--- config.mk ---
export PLATFORM = sky130hd
export DESIGN_NAME = load_sine_seq
export DESIGN_NICKNAME = d
export VERILOG_FILES = /design/src/rtl/load_sine_seq.sv
export SDC_FILE = /design/constraint.sdc
export NUM_CORES = 1
export LEC_CHECK = 0
export ABC_AREA = 1
export CAP_MARGIN = 25
export CORE_ASPECT_RATIO = 1.4
export CORE_MARGIN = 2
export CORE_UTILIZATION = 40
export CTS_CLUSTER_DIAMETER = 100
export DETAILED_ROUTE_END_ITERATION = 12
export HOLD_SLACK_MARGIN = 0.06
export PLACE_DENSITY = 0.63
export SLEW_MARGIN = 20
export SYNTH_ARGS = -nofsm -noshare
export SYNTH_HDL_FRONTEND = slang
export SYNTH_SLANG_ARGS = --single-unit
--- constraint.sdc ---
create_clock -name clk -period 5.3 [get_ports clk]
set_input_delay 1.06 -clock clk [delete_from_list [all_inputs] [get_ports clk]]
set_output_delay 1.06 -clock clk [all_outputs]
set_load 0.01 [all_outputs]
--- src/rtl/load_sine_seq.sv ---
module load_sine_seq #(
  parameter int LOADS = 16,
  parameter int ACC_W = 32,
  parameter int IDX_W = 8
) (
  input  logic             clk,
  input  logic             rst_n,
  input  logic             enable,
  input  logic [ACC_W-1:0] tune_word,
  output logic [LOADS-1:0] load_en,
  output logic             trigger,
  output logic [IDX_W-1:0] ref_phase
);

  localparam int CW    = $clog2(LOADS + 1);
  localparam int DEPTH = 1 << IDX_W;
  localparam int MID   = LOADS / 2;

  function automatic int cos_level(input int i);
    real ang;
    ang = 2.0 * 3.14159265358979 * i / DEPTH;
    return $rtoi(LOADS / 2.0 * (1.0 + $cos(ang)) + 0.5);
  endfunction

  logic [ACC_W-1:0] acc, tw_act;
  logic [ACC_W:0]   sum;
  logic [IDX_W-1:0] idx_nx;
  logic [CW-1:0]    count_nx;
  logic [CW-1:0]    tab [DEPTH];
  logic [LOADS-1:0] therm_nx;

  for (genvar i = 0; i < DEPTH; i++) begin : g_tab
    localparam int LV = cos_level(i);
    assign tab[i] = CW'(LV);
  end

  assign sum      = {1'b0, acc} + {1'b0, tw_act};
  assign idx_nx   = sum[ACC_W-1 -: IDX_W];
  assign count_nx = (tw_act == '0) ? CW'(MID) : tab[idx_nx];

  for (genvar k = 0; k < LOADS; k++) begin : g_therm
    assign therm_nx[k] = (count_nx > CW'(k));
  end

  always_ff @(posedge clk or negedge rst_n) begin
    if (!rst_n) begin
      acc       <= '0;
      tw_act    <= '0;
      load_en   <= '0;
      trigger   <= 1'b0;
      ref_phase <= '0;
    end else if (!enable) begin
      acc       <= '0;
      tw_act    <= tune_word;
      load_en   <= '0;
      trigger   <= 1'b0;
      ref_phase <= '0;
    end else begin
      acc <= sum[ACC_W-1:0];
      if (sum[ACC_W] || tw_act == '0)
        tw_act <= tune_word;
      load_en   <= therm_nx;
      trigger   <= sum[ACC_W];
      ref_phase <= idx_nx;
    end
  end

endmodule

; ---- After elaboration in Yosys (flattened, before gate mapping)
; Memory sizes are Yosys's and may differ from the RTL's.
; Index checks and enable logic that the tools add are counted.
[totals]
reg_bits = 89
mem_bits_ro = 1280
input_bits = 35
output_inout_bits = 25
elab_cells = 37
memories = 1
[op_classes]
n_addsub = 1
n_lt_le_gt_ge = 17
eq_ne = 1
muxes = 9
bitwise = 1
n_reduce_logical = 2
[memory_table]
columns = name, words, width, rd, rd_clocked_by_memory_dff, write_ports, line
row1 = (name not given), 256, 5, 1, 0, 0, 39  ; assign count_nx = (tw_act == '0) ? CW'(MID) : tab[idx_nx];
[op_table]
columns = op, count
row1 = two-way mux 32 bit, 3
row2 = "greater-than comparator 5 x 4 -> 1 bit, second input constant", 8
row3 = adder 32 x 32 -> 33 bit, 1
row4 = logical NOT 32 bit, 1
row5 = "greater-than comparator 5 x 3 -> 1 bit, second input constant", 4
row6 = two-way mux 16 bit, 1
row7 = two-way mux 5 bit, 3
row8 = "greater-than comparator 5 x 1 -> 1 bit, second input constant", 2
row9 = "greater-than comparator 5 x 2 -> 1 bit, second input constant", 2
row10 = ">= comparator 9 bit, second input constant", 1
row11 = inverter 8 -> 9 bit, 1
row12 = two-way mux 8 bit, 1
row13 = "inequality test 2 x 1 -> 1 bit, second input constant", 1
row14 = logical OR 1 bit, 1
row15 = two-way mux 1 bit, 1

; ---- Logic depth before layout (Yosys ltp)
[logic_depth]
depth_word = 8
mapped_depth = 25
depth_no_buf = 25

; ---- Least setup slack after synthesis
; No wires, ideal clock.
[synth_timing]
path_type = flip-flop to flip-flop
from = register tw_act[0]
to = register load_en[4]
setup_time_ns = 0.113
arrival_time_ns = 2.663
t_required_ns = 5.187
setup_slack_ns = 2.524
stages_incl_launch_ff = 25
path_buffers = 1
period_less_slack_ns = 2.776
cell_sequence = dfrtp_1 ha_1 inv_1 fa_1 inv_1 nand3_1 nand3_1 nand3_1 nand3_1 nand2_1 nand2_1 nand2_1 nand2_2 buf_2 nand4_1 nand2_1 nand2_1 nand2_1 nand2_2 nor2_4 inv_2 nor2_4 nor2_2 nand2_1 inv_1
[synth_via]
elab_chain_cells = 8
elab_cells_between_ends = 9
cone_classes = add/sub (1) / order compare (1) / mux (4) / bitwise (1) / reduce/logical (1) / memory (1)
[synth_lines]
columns = element, line
row1 = start: declaration, 25  ; logic [ACC_W-1:0] acc, tw_act;
row2 = start signal: assignment, 54  ; tw_act <= tune_word;
row3 = start signal: assignment, 61  ; tw_act <= tune_word;
row4 = adder 32 x 32 -> 33 bit, 37  ; assign sum = {1'b0, acc} + {1'b0, tw_act};
row5 = inverter 8 -> 9 bit (implied by the code), 39
row6 = memory (256 x 5 bit), -
row7 = two-way mux 5 bit (implied by the code) (2 in series), 39
row8 = two-way mux 5 bit *, 39
row9 = greater-than comparator 5 x 3 -> 1 bit *, 42  ; assign therm_nx[k] = (count_nx > CW'(k));
row10 = two-way mux 16 bit *, 52  ; end else if (!enable) begin
row11 = end signal: assignment, 62  ; load_en <= therm_nx;
row12 = end: declaration, 10  ; output logic [LOADS-1:0] load_en,
; Mark *: on every way between the ends. The rest lies on a longest branch, timed or not. The select of a mux whose other input is x is not followed.
; A chain may end at the register's enable or synchronous reset.

; ---- Worst setup path after layout
[layout_timing]
from = register tw_act[0]
to = register tw_act[0]
[layout_via]
elab_chain_cells = 3
elab_cells_between_ends = 4
cone_classes = add/sub (1) / eq/ne (1) / reduce/logical (2)
[layout_lines]
columns = element, line
row1 = adder 32 x 32 -> 33 bit / logical NOT 32 bit (equally long branches), "37, 60"
row2 = logical OR 1 bit *, 60  ; if (sum[ACC_W] || tw_act == '0)
row3 = inequality test 2 x 1 -> 1 bit (no line) *, -
; Mark *: on every way between the ends. The rest lies on a longest branch, timed or not.

==> metrics.yaml <==
status: "completed"
hold_depth: 1
antenna_found_initial: 0
min_from: "tw_act[13]"
clk_latency_ns: 0.34
tns_ns: 0
ctsHoldBuffers: 0
synth_xor_area_share_pct: 1.36
synth_top_area_cell: "dfrtp_1"
max_slew_margin_pct: 45.1
grt_pass1_wl_um: 24400
vias_per_cell: 4.99
synth_mux_area_share_pct: 4.14
numPortBuffers: 59
clock.fmax_ghz: 0.297
cts_resized: 0
firstDrtPassIters: 5
drtIter0Drc: 217
grt_pass1_vias: 5046
hold_end: "tw_act[13]"
syn_nets: 855
cts_sinks: 81
post_cts_buffers: 0
reg2reg_from: "tw_act[0]"
grt_usage_pct: 20.1
h-tree-depth: 3
initial_core_util_pct: 41.0
globalRoute.totalOverflow: 0
cts_tree: "built"
gr-usage-met1_pct: 22.4
worst_pin_slew_ns: 0.824
setup_viol: 0
clockBufferDepth: 2
ys.warnings.count: 0
dr_total_vias: 5152
dieArea_um2: 15300
grt_use_met2_pct: 36.8
dieHeight_um: 145
antennaDiodeCount: 0
drive_above_1_share_pct: 13.1
gr-usage-met3_pct: 2.55
wl_per_cell_um: 14.4
fin_crit_sh_pct: 63.5
area_delta_synth_final_pct: 18.7
synth_area_um2: 5710
hold_path_class: "flip-flop to flip-flop"
drv_slew: 0
synth_top_area_share_pct: 35.5
dpl.hpwl_um: 11800
cts-root-buf: "clkbuf_16"
synthCells: 787
skew_ns: 0.0104
pin_count: 60
crit_arrival_ns: 3.58
ant_nets: 0
path_clk_slew_ns: 0.06
critPathLaunchType: "flip-flop"
synthSimpleGateAreaFrac_pct: 31.4
finalHoldViolCount: 0
synth_compound_area_share_pct: 10.4
seq_area_frac_synth_pct: 35.5
gp_congestion: 0.924
path_class: "flip-flop to flip-flop"
rows: 51
fp.dieW_um: 105
cts_buffers: 9
period_minus_slack_ns: 3.37
rsz0062_at_grt: "no"
drv_cap: 0
ys_top_cells_by_area: "dfrtp_1 36%, nand2_1 15%, ha_1 7.0%"
avgSynthCellArea_um2: 7.25
drc_errors: 0
busiest_layer: "met2"
crit_required_ns: 5.52
totalWireLength_um: 14900
synth_top_family_by_area: "simple AND/OR/NAND/NOR gates"
grt_max_degree: 64
rrSetupSlack_ns: 1.93
synth_fa_ha_area_share_pct: 7.37
ys_types: 42
regToRegEndpoint: "tw_act[0]"
cp-startpoint: "tw_act[0]"
worst-r2r-cell-count: 17
coreArea_um2: 13900
nets: 910
endpoint_kind: "flip-flop"
worstPathMaxFanout: 29
yosys_register_bits: 81
[worst max-delay path by stage]
stage	to	slack, ns
4_1_cts	tw_act[0]	1.87
3_5_place_dp	tw_act[0]	1.87
5_1_grt	tw_act[0]	1.64
6_report	tw_act[0]	1.93
3_3_place_gp	tw_act[0]	1.96
2_1_floorplan	load_en[4]	2.52
[state kept, by name, indices dropped and copies added, names as in the netlist]
register / flops
acc: 32
tw_act: 32
load_en: 16
trigger: 1
[stage by stage]
step / cells / setup slack, ns / hold WS (ns) / area, um2 / util, %
floorplan: 787 / 2.52 / 0.508 / 5710 / -
global placement: 1016 / 1.96 / 0.520 / 6450 / 46.3
detailed placement: 1016 / 1.87 / 0.528 / 6450 / 46.3
CTS: 1032 / 1.87 / 0.543 / 6780 / 48.7
global route: 1032 / 1.64 / 0.550 / 6780 / 48.7
finish: 1032 / 1.93 / 0.541 / 6780 / 48.7
[layout make-up]
class	count	area [um2]
fillers	1470	7140
multi-input cells	568	3130
flip-flops and latches	81	2030
repair buffers	62	611
inverters	120	450
clock buffers	11	243
well taps	185	231
clock inverters	5	86.3
[routing by layer]
| metal | wire length, um | part of all wire [%] |
|---|---|---|
| met1 | 5770 | 39 |
| met2 | 7940 | 53 |
| met3 | 476 | 3.2 |
| met4 | 688 | 4.6 |
| met5 | 0 | 0 |
[critical path, stage by stage, from the launching register on]
cell and delay, ns:
dfrtp_1 0.37, ha_1 0.21, inv_1 0.06, fa_1 0.39
inv_1 0.09, nand3_1 0.06, nand3_1 0.14, nand2_1 0.07
nand2_1 0.11, nand2_1 0.08, nand2_1 0.16, nand3_1 0.12
nand2_1 0.10, a21o_1 0.11, a21oi_1 0.09, nand3_2 0.29
buf_4 0.39, mux2_2 0.38
[layout by cell type (no fill, tap or decap), types with 6 or more instances in the layout]
cell type,count
a21oi_1,50
clkbuf_16,9
clkdlybuf4s50_1,58
dfrtp_1,81
ha_1,32
inv_1,98
inv_2,22
mux2_2,21
nand2_1,230
nand2_2,16
nand3_1,51
nand4_1,6
nor2_1,54
nor2_2,11
nor2_4,6
nor3_1,7
nor4_1,7
o21ai_0,31
o21bai_1,6
[kinds of logic after synthesis]
| group | Yosys count |
|---|---|
| mux | 21 |
| simple gates | 401 |
| flops | 81 |
| fa+ha+maj | 33 |
| buf+inv | 138 |
| compound gates | 105 |
| xor+xnor | 8 |
[synth_stat cells (all sizes together)]
| library cell | number |
|---|---|
| nor2 | 71 |
| o21a | 1 |
| xor2 | 6 |
| a21o | 2 |
| xnor2 | 2 |
| and3 | 2 |
| dfrtp | 81 |
| nor4 | 7 |
| a31o | 2 |
| clkbuf | 4 |
| nand3 | 56 |
| nand4 | 6 |
| fa | 1 |
| mux2 | 21 |
| ha | 32 |
| o31ai | 1 |
| o21bai | 6 |
| a21oi | 54 |
| a31oi | 3 |
| buf | 14 |
| inv | 120 |
| o21ai | 35 |
| nand3b | 1 |
| and2 | 1 |
| o211ai | 1 |
| nand2 | 247 |
| nor3 | 10 |
Power is left out: the tool's default activity adds up to more than one toggle a clock period on the data nets, which glitch-free logic cannot reach.
